**src/rtl/chunk_alloc_pkg.sv**
```systemverilog
package chunk_alloc_pkg;

    typedef enum logic {
        OP_ALLOC = 1'b0,
        OP_FREE  = 1'b1
    } op_e;

    typedef enum logic [1:0] {
        FIT_FIRST = 2'd0,
        FIT_NEXT  = 2'd1,
        FIT_BEST  = 2'd2,
        FIT_WORST = 2'd3
    } fit_e;

    typedef enum logic [1:0] {
        ST_OK      = 2'd0,
        ST_NOFIT   = 2'd1,
        ST_DBLFREE = 2'd2
    } rsp_e;

    typedef enum logic [2:0] {
        S_IDLE,
        S_SCAN,
        S_MARK,
        S_CLEAR,
        S_RESP
    } state_e;

endpackage

```
**src/rtl/chunk_bitmap.sv**
```systemverilog
module chunk_bitmap #(
    parameter int NCHUNK = 64,
    parameter int IDX_W  = 6,
    parameter int LEN_W  = 7
) (
    input  logic              clk,
    input  logic              rst_n,
    input  logic              set_en,
    input  logic              clr_en,
    input  logic [IDX_W-1:0]  rng_lo,
    input  logic [LEN_W-1:0]  rng_len,
    output logic [NCHUNK-1:0] map,
    output logic              rng_has_free
);
    localparam int SUM_W = LEN_W + 1;

    logic [NCHUNK-1:0] in_rng;
    logic [SUM_W-1:0]  rng_hi;

    assign rng_hi = SUM_W'(rng_lo) + SUM_W'(rng_len);

    // One comparator pair per chunk builds the range mask.
    for (genvar i = 0; i < NCHUNK; i++) begin : g_mask
        assign in_rng[i] = (SUM_W'(i) >= SUM_W'(rng_lo)) && (SUM_W'(i) < rng_hi);
    end

    assign rng_has_free = |(in_rng & ~map);

    always_ff @(posedge clk or negedge rst_n) begin
        if (!rst_n) begin
            map <= '0;
        end else if (set_en) begin
            map <= map | in_rng;
        end else if (clr_en) begin
            map <= map & ~in_rng;
        end
    end

    AST_MARK_ONLY_FREE: assert property (@(posedge clk) disable iff (!rst_n)
        set_en |-> ((map & in_rng) == '0));

    AST_CLEAR_TAKES: assert property (@(posedge clk) disable iff (!rst_n)
        clr_en |=> ((map & $past(in_rng)) == '0));

endmodule

```
**src/rtl/chunk_scan.sv**
```systemverilog
module chunk_scan
    import chunk_alloc_pkg::*;
#(
    parameter int NCHUNK = 64,
    parameter int IDX_W  = 6,
    parameter int LEN_W  = 7
) (
    input  logic              clk,
    input  logic              rst_n,
    input  logic              init,
    input  logic              active,
    input  logic [IDX_W-1:0]  origin,
    input  logic [1:0]        policy,
    input  logic [LEN_W-1:0]  req_len,
    input  logic [NCHUNK-1:0] map,
    output logic              done,
    output logic              found,
    output logic [IDX_W-1:0]  found_idx
);
    localparam int LAST  = NCHUNK - 1;
    localparam int SUM_W = LEN_W + 1;

    fit_e             pol;
    logic [IDX_W-1:0] pos, steps, nxt_pos;
    logic [IDX_W-1:0] run_start, new_start, cand_start;
    logic [LEN_W-1:0] run_len, prev_len, new_len, cand_len;
    logic             cand_valid;
    logic             at_end, cur_free, nxt_free, run_ends, big;
    logic             fit_hit, q_best, q_worst, qualify, exact, last_step;

    assign pol = fit_e'(policy);

    always_comb begin
        at_end    = (pos == IDX_W'(LAST));
        nxt_pos   = at_end ? '0 : pos + 1'b1;
        cur_free  = !map[pos];
        nxt_free  = !map[nxt_pos];
        // a run never carries across the wrap from the top chunk to chunk 0
        prev_len  = (pos == '0) ? '0 : run_len;
        new_len   = cur_free ? prev_len + 1'b1 : '0;
        new_start = (prev_len == '0) ? pos : run_start;
        run_ends  = cur_free && (at_end || !nxt_free);
        big       = (new_len >= req_len);
        fit_hit   = ((pol == FIT_FIRST) || (pol == FIT_NEXT)) && cur_free && (new_len == req_len);
        q_best    = (pol == FIT_BEST) && run_ends && big && (!cand_valid || (new_len < cand_len));
        q_worst   = (pol == FIT_WORST) && run_ends && big && (!cand_valid || (new_len > cand_len));
        qualify   = q_best || q_worst;
        exact     = q_best && (new_len == req_len);
        last_step = (steps == IDX_W'(LAST));
        done      = active && (fit_hit || exact || last_step);
        found     = fit_hit || qualify || cand_valid;
        found_idx = (fit_hit || qualify) ? new_start : cand_start;
    end

    always_ff @(posedge clk or negedge rst_n) begin
        if (!rst_n) begin
            pos        <= '0;
            steps      <= '0;
            run_len    <= '0;
            run_start  <= '0;
            cand_valid <= 1'b0;
            cand_len   <= '0;
            cand_start <= '0;
        end else if (init) begin
            pos        <= origin;
            steps      <= '0;
            run_len    <= '0;
            run_start  <= origin;
            cand_valid <= 1'b0;
            cand_len   <= '0;
            cand_start <= '0;
        end else if (active && !done) begin
            pos       <= nxt_pos;
            steps     <= steps + 1'b1;
            run_len   <= new_len;
            run_start <= new_start;
            if (qualify) begin
                cand_valid <= 1'b1;
                cand_len   <= new_len;
                cand_start <= new_start;
            end
        end
    end

    AST_NO_STRADDLE: assert property (@(posedge clk) disable iff (!rst_n)
        (done && found) |-> ((SUM_W'(found_idx) + SUM_W'(req_len)) <= SUM_W'(NCHUNK)));

endmodule

```
**src/rtl/chunk_alloc.sv**
```systemverilog
module chunk_alloc
    import chunk_alloc_pkg::*;
#(
    parameter  int NCHUNK = 64,
    localparam int IDX_W  = $clog2(NCHUNK),
    localparam int LEN_W  = $clog2(NCHUNK + 1)
) (
    input  logic             clk,
    input  logic             rst_n,
    input  logic             cmd_valid,
    output logic             cmd_ready,
    input  logic             cmd_op,
    input  logic [1:0]       cmd_policy,
    input  logic [LEN_W-1:0] cmd_len,
    input  logic [IDX_W-1:0] cmd_start,
    output logic             rsp_valid,
    output logic [IDX_W-1:0] rsp_index,
    output logic [1:0]       rsp_status
);
    localparam int SUM_W = LEN_W + 1;

    state_e            state, nxt_state;
    op_e               op_q;
    logic [1:0]        pol_q;
    logic [LEN_W-1:0]  len_q;
    logic [IDX_W-1:0]  lo_q, rover, rover_nxt, origin;
    logic [IDX_W-1:0]  rsp_idx_q;
    rsp_e              rsp_st_q;
    logic              accept, bad_len;
    logic              scan_init, scan_active, set_en, clr_en;
    logic              scan_done, scan_found;
    logic [IDX_W-1:0]  scan_idx;
    logic [NCHUNK-1:0] map;
    logic              rng_has_free;
    logic [SUM_W-1:0]  end_sum;

    assign accept  = cmd_valid && (state == S_IDLE);
    assign bad_len = (cmd_len == '0) || (cmd_len > LEN_W'(NCHUNK));
    assign origin  = (fit_e'(cmd_policy) == FIT_NEXT) ? rover : '0;
    assign end_sum = SUM_W'(lo_q) + SUM_W'(len_q);
    assign rover_nxt = (end_sum >= SUM_W'(NCHUNK)) ? IDX_W'(end_sum - SUM_W'(NCHUNK))
                                                   : IDX_W'(end_sum);

    chunk_bitmap #(.NCHUNK(NCHUNK), .IDX_W(IDX_W), .LEN_W(LEN_W)) bitmap_i (
        .clk          (clk),
        .rst_n        (rst_n),
        .set_en       (set_en),
        .clr_en       (clr_en),
        .rng_lo       (lo_q),
        .rng_len      (len_q),
        .map          (map),
        .rng_has_free (rng_has_free)
    );

    chunk_scan #(.NCHUNK(NCHUNK), .IDX_W(IDX_W), .LEN_W(LEN_W)) scan_i (
        .clk       (clk),
        .rst_n     (rst_n),
        .init      (scan_init),
        .active    (scan_active),
        .origin    (origin),
        .policy    (pol_q),
        .req_len   (len_q),
        .map       (map),
        .done      (scan_done),
        .found     (scan_found),
        .found_idx (scan_idx)
    );

    // State register
    always_ff @(posedge clk or negedge rst_n) begin
        if (!rst_n) state <= S_IDLE;
        else        state <= nxt_state;
    end

    // Next state and control outputs
    always_comb begin
        nxt_state   = state;
        scan_init   = 1'b0;
        scan_active = 1'b0;
        set_en      = 1'b0;
        clr_en      = 1'b0;
        unique case (state)
            S_IDLE: begin
                if (cmd_valid) begin
                    if (op_e'(cmd_op) == OP_FREE) begin
                        nxt_state = S_CLEAR;
                    end else if (bad_len) begin
                        nxt_state = S_RESP;
                    end else begin
                        nxt_state = S_SCAN;
                        scan_init = 1'b1;
                    end
                end
            end
            S_SCAN: begin
                scan_active = 1'b1;
                if (scan_done) nxt_state = scan_found ? S_MARK : S_RESP;
            end
            S_MARK: begin
                set_en    = 1'b1;
                nxt_state = S_RESP;
            end
            S_CLEAR: begin
                clr_en    = 1'b1;
                nxt_state = S_RESP;
            end
            S_RESP:  nxt_state = S_IDLE;
            default: nxt_state = S_IDLE;
        endcase
    end

    // Command and response registers
    always_ff @(posedge clk or negedge rst_n) begin
        if (!rst_n) begin
            op_q      <= OP_ALLOC;
            pol_q     <= '0;
            len_q     <= '0;
            lo_q      <= '0;
            rover     <= '0;
            rsp_idx_q <= '0;
            rsp_st_q  <= ST_OK;
        end else begin
            if (accept) begin
                op_q      <= op_e'(cmd_op);
                pol_q     <= cmd_policy;
                len_q     <= cmd_len;
                lo_q      <= cmd_start;
                rsp_idx_q <= '0;
                rsp_st_q  <= ((op_e'(cmd_op) == OP_ALLOC) && bad_len) ? ST_NOFIT : ST_OK;
            end
            if ((state == S_SCAN) && scan_done) begin
                if (scan_found) begin
                    lo_q      <= scan_idx;
                    rsp_idx_q <= scan_idx;
                end else begin
                    rsp_st_q  <= ST_NOFIT;
                end
            end
            if (state == S_MARK)  rover    <= rover_nxt;
            if (state == S_CLEAR) rsp_st_q <= rng_has_free ? ST_DBLFREE : ST_OK;
        end
    end

    assign cmd_ready  = (state == S_IDLE);
    assign rsp_valid  = (state == S_RESP);
    assign rsp_index  = rsp_idx_q;
    assign rsp_status = rsp_st_q;

    AST_RSP_PULSE: assert property (@(posedge clk) disable iff (!rst_n)
        rsp_valid |=> (!rsp_valid && cmd_ready));

    AST_BAD_LEN_FAILS: assert property (@(posedge clk) disable iff (!rst_n)
        (rsp_valid && (op_q == OP_ALLOC) && ((len_q == '0) || (len_q > LEN_W'(NCHUNK))))
        |-> (rsp_status == ST_NOFIT));

    AST_ROVER_HOLD: assert property (@(posedge clk) disable iff (!rst_n)
        !$stable(rover) |-> ($past(state) == S_MARK));

    AST_FAIL_KEEPS_MAP: assert property (@(posedge clk) disable iff (!rst_n)
        ((state == S_SCAN) && scan_done && !scan_found) |=> $stable(map));

endmodule

```
**config.mk**
```make
export PLATFORM = sky130hd
export DESIGN_NAME = chunk_alloc
export DESIGN_NICKNAME = d
export VERILOG_FILES = /design/src/rtl/chunk_alloc_pkg.sv /design/src/rtl/chunk_bitmap.sv /design/src/rtl/chunk_scan.sv /design/src/rtl/chunk_alloc.sv
export SDC_FILE = /design/constraint.sdc
export NUM_CORES = 1
export LEC_CHECK = 0
export BUFFER_PORTS_ARGS = -buffer_cell sky130_fd_sc_hd__clkbuf_2
export CAP_MARGIN = 25
export CORE_ASPECT_RATIO = 1.25
export CORE_MARGIN = 5
export CORE_UTILIZATION = 33
export CTS_CLUSTER_SIZE = 14
export DETAILED_ROUTE_END_ITERATION = 10
export GPL_ROUTABILITY_DRIVEN = 0
export PLACE_DENSITY = 0.54
export SLEW_MARGIN = 10
export SYNTH_ARGS = -nofsm -noshare
export SYNTH_HDL_FRONTEND = slang
export SYNTH_SLANG_ARGS = --single-unit
```
**constraint.sdc**
```tcl
create_clock -name clk -period 5.6 [get_ports clk]
set_clock_uncertainty 0.1 [all_clocks]
set_input_delay 1.4 -clock clk [delete_from_list [all_inputs] [get_ports clk]]
set_output_delay 1.4 -clock clk [all_outputs]
set_load 0.05 [all_outputs]
```
==> results of run 1 <==
[metrics by stage]
step | hold WS (ns) | utilization, % | instances | area [um2] | worst slack, ns
3_3_place_gp | 0.366 | 35.5 | 1551 | 10600 | 0.219
6_report | 0.385 | 37.4 | 1585 | 11200 | 0.282
5_1_grt | 0.419 | 37.4 | 1585 | 11200 | 0.0425
4_1_cts | 0.395 | 37.4 | 1583 | 11200 | 0.119
3_5_place_dp | 0.383 | 35.5 | 1551 | 10600 | 0.158
2_1_floorplan | 0.350 | - | 1158 | 9980 | 0.618
[cells in the mapped netlist, drive strengths merged, types with 4 or more instances]
| cell | instances |
|---|---|
| o211a | 5 |
| o22ai | 22 |
| o32ai | 6 |
| a32oi | 5 |
| or3 | 7 |
| a221o | 8 |
| a211o | 7 |
| a211oi | 9 |
| nor2b | 10 |
| o21ai | 150 |
| xor2 | 6 |
| nand4 | 7 |
| nor2 | 88 |
| mux4 | 12 |
| or4 | 4 |
| nor3 | 23 |
| inv | 33 |
| nand3 | 37 |
| nor4 | 6 |
| o21a | 5 |
| clkbuf | 61 |
| o41ai | 10 |
| o221ai | 9 |
| mux2 | 11 |
| mux2i | 81 |
| and2 | 11 |
| maj3 | 5 |
| a21o | 7 |
| a311oi | 7 |
| and3 | 12 |
| o31ai | 58 |
| ha | 19 |
| nand2 | 110 |
| a21oi | 52 |
| or2 | 8 |
| xnor2 | 16 |
| o211ai | 20 |
| a2111oi | 4 |
| dfrtp | 135 |
| buf | 23 |
| nand2b | 8 |
| a221oi | 4 |
[area by class of cell]
type	instances	area share [%]
multi-input combinational	905	54.3
sequential	135	30.2
timing repair buffer	78	4.99
tap	401	4.48
clock buffer	20	4.07
inverter	34	1.14
clock inverter	12	0.915
[timing repair]
action / 4_1_cts / 5_1_grt
buffers inserted: 0 / 2
setup endpoints to repair: 0 / 19
gates resized for setup: 0 / 1
hold buffers: 0 / 0
[tightest hold or removal path, stage by stage (launching register included)]
cell,delay (ns)
dfrtp_1,0.34
nand2_1,0.05
o21ai_0,0.06
[layer usage]
| metal | up-vias | GRT usage [%] |
|---|---|---|
| li1 | 4408 | - |
| met4 | 0 | 13.9 |
| met5 | - | 0 |
| met1 | 4735 | 28.0 |
| met2 | 481 | 36.3 |
| met3 | 137 | 4.64 |
[final timing paths]
path                                            endpoint                      start  slack, ns
setup / recovery               scan_i.pos[2]$_DFFE_PN0P_  scan_i.pos[0]$_DFFE_PN0P_       0.28
hold / removal                      rover[4]$_DFFE_PN0P_       rover[4]$_DFFE_PN0P_       0.38
setup reg to reg               scan_i.pos[2]$_DFFE_PN0P_  scan_i.pos[0]$_DFFE_PN0P_       0.28
hold reg to reg                     rover[4]$_DFFE_PN0P_       rover[4]$_DFFE_PN0P_       0.38
max in group asynchronous      scan_i.pos[0]$_DFFE_PN0P_                      rst_n       3.55
min in group asynchronous  scan_i.cand_valid$_DFFE_PN0P_                      rst_n       0.77
[cell families (layout without fill, tap and decap cells)]
logic type | after synthesis | in the layout | share of synthesized area (%)
and+or+nand+nor | 335 | 335 | 15.4
AOI/OAI and AO/OA | 419 | 419 | 28.4
xor gates and xnor gates | 22 | 22 | 2.01
buffers and inverters | 118 | 144 | 5.17
adders and majority gates | 25 | 25 | 3.10
DFF | 135 | 135 | 33.9
muxes | 104 | 104 | 12.1
[cells in the final DEF, fill, tap and decap left out, types with 8 or more instances in the layout]
cell       count
o21ai_0      136
dfrtp_1      133
nand2_1      110
nor2_1        88
mux2i_1       81
o31ai_1       56
a21oi_1       51
buf_4         47
nand3_1       37
inv_1         32
clkbuf_2      27
nor3_1        23
o22ai_1       22
o211ai_1      19
ha_1          19
clkbuf_16     17
xnor2_1       15
o21ai_1       13
and3_1        12
mux4_2        12
and2_1        11
mux2_2        11
o41ai_1       10
a211oi_1       9
nor2b_1        9
nand2b_1       8
or2_2          8
o221ai_1       8
a221o_1        8
==> results.py, run 1 <==
metrics = {
    "outcome": {
        "outcome": "complete, no violations",
    },
    "clock_network": {
        "root_buffer": "clkbuf_16",
        "cts_tree": "done",
        "path_clk_slew_ns": 0.06,
        "cts_max_path_buffers": 2,
        "numCtsBuffers": 17,
        "clock_sinks": 135,
        "worstSkewPairLatency_ns": 0.44,
        "cts-htree-levels": 4,
    },
    "yosys": {
        "synthArstFlopShare_pct": 100,
        "syn_inst": 1158,
        "synth_top_cell_by_area": "dfrtp_1",
        "ys_seq_area_share_pct": 33.9,
        "synth_area_leaders": "dfrtp_1 (34%), mux2i_1 (8.1%), o21ai_0 (6.8%)",
        "ys_seq_elements": 135,
        "ys_warn_count": 0,
        "synth_top_flop_cell": "dfrtp_1",
        "synth_area_mm2": 0.00998,
        "syn_nets": 1197,
        "synth_top_area_share_pct": 33.9,
        "synth_area_per_cell_um2": 8.61,
        "ys_types": 80,
        "synth_edf_count": 0,
    },
    "global_routing": {
        "grt_first_pass_wirelength_mm": 58.7,
        "grt_usage_pct": 22.7,
        "antenna_found_initial": 0,
        "grt_pass1_vias": 9739,
        "overflow": 0,
        "grt_max_degree": 49,
    },
    "route": {
        "post-route-drc-count": 0,
        "finalWirelength_mm": 38.0,
        "via_per_inst": 6.16,
        "antenna_left": 0,
        "top_layer_used": "met4",
        "wl_met1_mm": 15.1,
        "num_vias": 9761,
        "drtPass1Iterations": 5,
        "first_iter_violations": 960,
        "dr_wl_met2_mm": 17.8,
        "wl_per_cell_um": 23.9,
        "wl_met3_mm": 2.55,
    },
    "timing": {
        "drv_slew": 0,
        "period_share_pct": 95.0,
        "finalHoldViolCount": 0,
        "relSlewSlack_pct": 35.2,
        "rsz0062_at_grt": "no",
        "period_needed_ns": 5.32,
        "fmax_mhz": 188,
        "worst_pin_slew_ns": 0.969,
        "finalSetupViolCount": 0,
        "tns_ns": 0,
    },
    "job": {
        "cap_violations": 0,
    },
    "floorplan": {
        "die_area_mm2": 0.0338,
        "std_cell_rows": 71,
        "die_x_um": 166,
        "die_h_um": 204,
        "core_area_mm2": 0.0299,
        "ios": 29,
        "initial_utilization_pct": 33.3,
    },
    "setup_path": {
        "critPathLaunchType": "register",
        "path_class": "reg -> reg",
        "critical_path.cell_chain": "mux4_2 -> a2111oi_0 -> o31ai_2 -> and2_1 -> or2_2 -> ha_1 -> nor2b_1 -> maj3_1 -> maj3_2 -> maj3_1 -> o21ai_2 -> o211ai_4 -> o31ai_4 -> buf_12 -> a21oi_1 -> o2bb2a_1",
        "crit_arrival_ns": 5.54,
        "rr_worst_depth": 16,
        "path_depth": 16,
        "cp_slowest_cell": "mux4_2",
        "critical_path.top_delay_family": "compound AO/OA/AOI/OAI gates",
        "slowest_delay_ns": 0.55,
        "worstSetupEndpointType": "register",
        "critPathMaxFanout": 33,
        "cp.buffers_inverters": 1,
        "critPathRequiredTime_ns": 5.82,
        "path_common_cell": "maj3_1",
    },
    "final_layout": {
        "drive_gt1_share_pct": 13.3,
        "fill_cells": 3112,
        "regArea_mm2": 0.00338,
        "syn_to_final_growth_pct": 12.4,
        "nets": 1210,
        "multiInputGateArea_mm2": 0.00608,
        "n_antenna_cell": 0,
    },
    "min_path": {
        "worstHoldPathCells": 2,
        "worst_hold_path_type": "reg -> reg",
    },
    "place": {
        "portBuffers": 28,
        "hpwl_mm": 28.2,
    },
}
Power of run 1 is not shown: default switching activity piles up to over one toggle a cycle in this logic, so the estimate is an artifact.
==> run 2, diff against run 1 <==
--- a/config.mk
+++ b/config.mk
@@ -5,15 +5,16 @@
 export SDC_FILE = /design/constraint.sdc
 export NUM_CORES = 1
 export LEC_CHECK = 0
-export BUFFER_PORTS_ARGS = -buffer_cell sky130_fd_sc_hd__clkbuf_2
+export ABC_AREA = 1
 export CAP_MARGIN = 25
 export CORE_ASPECT_RATIO = 1.25
 export CORE_MARGIN = 5
 export CORE_UTILIZATION = 33
 export CTS_CLUSTER_SIZE = 14
 export DETAILED_ROUTE_END_ITERATION = 10
+export DONT_BUFFER_PORTS = 1
 export GPL_ROUTABILITY_DRIVEN = 0
-export PLACE_DENSITY = 0.54
+export PLACE_DENSITY = 0.53
 export SLEW_MARGIN = 10
 export SYNTH_ARGS = -nofsm -noshare
 export SYNTH_HDL_FRONTEND = slang
==> constraint.sdc (replaced) <==
create_clock -name clk -period 5.6 [get_ports clk]
set_clock_uncertainty 0.1 [all_clocks]
set_input_delay 0.84 -clock clk [delete_from_list [all_inputs] [get_ports clk]]
set_output_delay 0.84 -clock clk [all_outputs]
set_load 0.05 [all_outputs]
==> results.py, run 2 <==
metrics = {
    "final_layout": {
        "drive_gt1_share_pct": 5.60,
        "fill_cells": 3265,
        "nets": 1561,
        "syn_to_final_growth_pct": 9.58,
        "final_common_cell": "nand2_1",
        "regArea_mm2": 0.00338,
        "layout.cells.non_filler": 1936,
        "final_cell_mix": "nand2_1 (485), inv_1 (186), o21ai_0 (178)",
        "multiInputGateArea_mm2": 0.00548,
        "n_antenna_cell": 0,
    },
    "yosys": {
        "synth_top_cell_by_area": "dfrtp_1",
        "ys_warn_count": 0,
        "yosys-top-cells-count": "nand2_1 (485), inv_1 (186), o21ai_0 (178)",
        "synth_fa_ha_area_share_pct": 2.59,
        "synthMuxAreaShare_pct": 0,
        "ys_seq_area_share_pct": 34.0,
        "ys_types": 49,
        "synth_area_per_cell_um2": 6.43,
        "synth_compound_area_share_pct": 16.3,
        "synth_top_flop_cell": "dfrtp_1",
        "syn_inst": 1546,
        "synth.most_common_cell": "nand2_1",
        "synth_top_family_by_area": "simple AND/OR/NAND/NOR gates",
        "yosys.area_share.simple_pct": 35.4,
        "synthArstFlopShare_pct": 100,
        "ys_seq_elements": 135,
        "yosys.area_share.xor_xnor_pct": 0.705,
        "synth_area_leaders": "dfrtp_1 (34%), nand2_1 (18%), o21ai_0 (9.0%)",
        "synth_edf_count": 0,
        "synth_area_mm2": 0.00994,
        "synth_top_area_share_pct": 34.0,
        "syn_nets": 1585,
    },
    "clock_network": {
        "numCtsBuffers": 17,
        "path_clk_slew_ns": 0.07,
        "cts_resized": 0,
        "cts_max_path_buffers": 2,
        "root_buffer": "clkbuf_16",
        "post-cts-setup-buffer-count": 0,
        "cts-htree-levels": 4,
        "clock_sinks": 135,
        "worstSkewPairLatency_ns": 0.44,
        "cts_tree": "done",
    },
    "timing": {
        "relSlewSlack_pct": 37.3,
        "fmax_mhz": 212,
        "finalHoldViolCount": 0,
        "worst_pin_slew_ns": 0.936,
        "drv_slew": 0,
        "hold_ws_ns": 0.223,
        "period_share_pct": 84.4,
        "period_needed_ns": 4.72,
        "tns_ns": 0,
        "rsz0062_at_grt": "no",
        "finalSetupViolCount": 0,
    },
    "route": {
        "finalWirelength_mm": 36.1,
        "antenna_left": 0,
        "wl_per_cell_um": 18.6,
        "post-route-drc-count": 0,
        "via_per_inst": 5.32,
        "first_iter_violations": 932,
        "drtPass1Iterations": 7,
        "num_vias": 10300,
    },
    "floorplan": {
        "die_h_um": 204,
        "core_area_mm2": 0.0299,
        "std_cell_rows": 71,
        "die_area_mm2": 0.0337,
        "ios": 29,
        "die_x_um": 165,
        "initial_utilization_pct": 33.2,
    },
    "global_routing": {
        "grt_max_degree": 127,
        "grt_pass1_vias": 9992,
        "overflow": 0,
        "grt_first_pass_wirelength_mm": 57.5,
        "antenna_found_initial": 0,
        "grt_usage_pct": 22.0,
    },
    "setup_path": {
        "reg2reg_slack_ns": 0.88,
        "worstSetupEndpointType": "register",
        "cp_slowest_cell": "dfrtp_1",
        "cp.buffers_inverters": 6,
        "critPathLaunchType": "register",
        "critPathRequiredTime_ns": 5.82,
        "path_class": "reg -> reg",
        "critPathMaxFanout": 33,
        "slowest_delay_ns": 0.42,
        "critical_path.cell_chain": "inv_4 -> ha_1 -> nand4_2 -> nand2_1 -> inv_1 -> ha_1 -> inv_1 -> nor3_1 -> or2_2 -> nand3_1 -> inv_1 -> ha_1 -> nand4_1 -> nor2_2 -> nand4_2 -> o31ai_1 -> inv_2 -> nand3_4 -> inv_1 -> a21boi_0 -> o21ai_1",
        "rr_endpoint": "scan_i.run_start[4]$_DFFE_PN0P_",
        "critical_path.top_delay_family": "simple AND/OR/NAND/NOR gates",
        "reg2reg_from": "scan_i.pos[0]$_DFFE_PN0P_",
        "path_common_cell": "inv_1",
        "crit_arrival_ns": 4.94,
        "rr_worst_depth": 21,
    },
    "power_and_ir_drop": {
        "p_leak_nw": 4.99,
        "vdd_drop_max_v": 0.000186,
        "power_density_mw_per_mm2": 204,
    },
    "job": {
        "cap_violations": 0,
    },
    "place": {
        "portBuffers": 0,
        "hpwl_mm": 26.5,
        "dp_cells": 1901,
    },
    "min_path": {
        "worst_hold_path_type": "in -> async",
    },
    "outcome": {
        "outcome": "complete, no violations",
    },
}
==> run 2: cells by family (layout without fill, tap and decap cells) <==
group | Yosys count | in the layout
simple gates | 814 | 814
compound gates | 307 | 307
buf+inv | 262 | 251
flops | 135 | 135
fa+ha+maj | 20 | 20
xor+xnor | 8 | 8
==> run 2: routing by layer <==
metal  GRT usage (%)  vias to the layer above  share of wire, %
li1                -                     4993                 -
met1            28.7                     4818                43
met2            34.2                      402                46
met3            4.40                       91               6.5
met4            11.4                        0               5.3
met5               0                        -                 0
==> run 2: timing repair <==
item                                   4_1_cts  5_1_grt
setup endpoints to repair                    0        0
hold buffers                                 2        0
endpoints found under the hold margin      126        0
==> run 2: worst register-to-register path, delay by kind of cell (launching register included) <==
kind                       cells  cell delay [ns]
and+or+nand+nor                9             1.82
buffers and inverters          6             0.94
adders and majority gates      3             0.79
AOI/OAI and AO/OA              3             0.51
DFF                            1             0.42
==> run 2: how the worst max path moves through the flow <==
stage	startpoint	endpoint	slack [ns]	cells after the start
2_1_floorplan	scan_i.pos[0]$_DFFE_PN0P_	scan_i.cand_len[1]$_DFFE_PN0P_	1.73	33
3_3_place_gp	scan_i.pos[0]$_DFFE_PN0P_	scan_i.run_start[4]$_DFFE_PN0P_	0.93	21
3_5_place_dp	scan_i.pos[0]$_DFFE_PN0P_	scan_i.run_start[4]$_DFFE_PN0P_	0.88	21
4_1_cts	scan_i.pos[0]$_DFFE_PN0P_	scan_i.run_start[4]$_DFFE_PN0P_	0.87	21
5_1_grt	scan_i.pos[0]$_DFFE_PN0P_	scan_i.run_start[4]$_DFFE_PN0P_	0.52	24
6_report	scan_i.pos[0]$_DFFE_PN0P_	scan_i.run_start[4]$_DFFE_PN0P_	0.88	21
==> run 2: cell type report <==
class                           instances  share of cell area [%]
Timing Repair Buffer                   15                    1.31
Multi-Input combinational cell       1149                    50.3
Clock inverter                         14                    1.76
Clock buffer                           18                    3.94
Sequential cell                       135                    31.0
Tap cell                              401                    4.61
Inverter                              204                    7.06
==> run 2: through the flow <==
step                setup slack, ns  util (%)  total power [W]  cell area [um2]
global route                  0.518      36.4          0.00229            10900
CTS                           0.868      36.3          0.00225            10900
finish                        0.875      36.4          0.00223            10900
detailed placement            0.884      34.1         0.000996            10200
floorplan                      1.73         -         0.000995             9940
global placement              0.934      34.1         0.000996            10200
==> run 2: power by group <==
group	switching, W	internal [W]	leakage, nW
sequential	0	0.000975	1.75
combinational	0.0000216	0.00000324	2.95
clock	0.000513	0.000714	0.295
(Power assumes the default switching activity.)
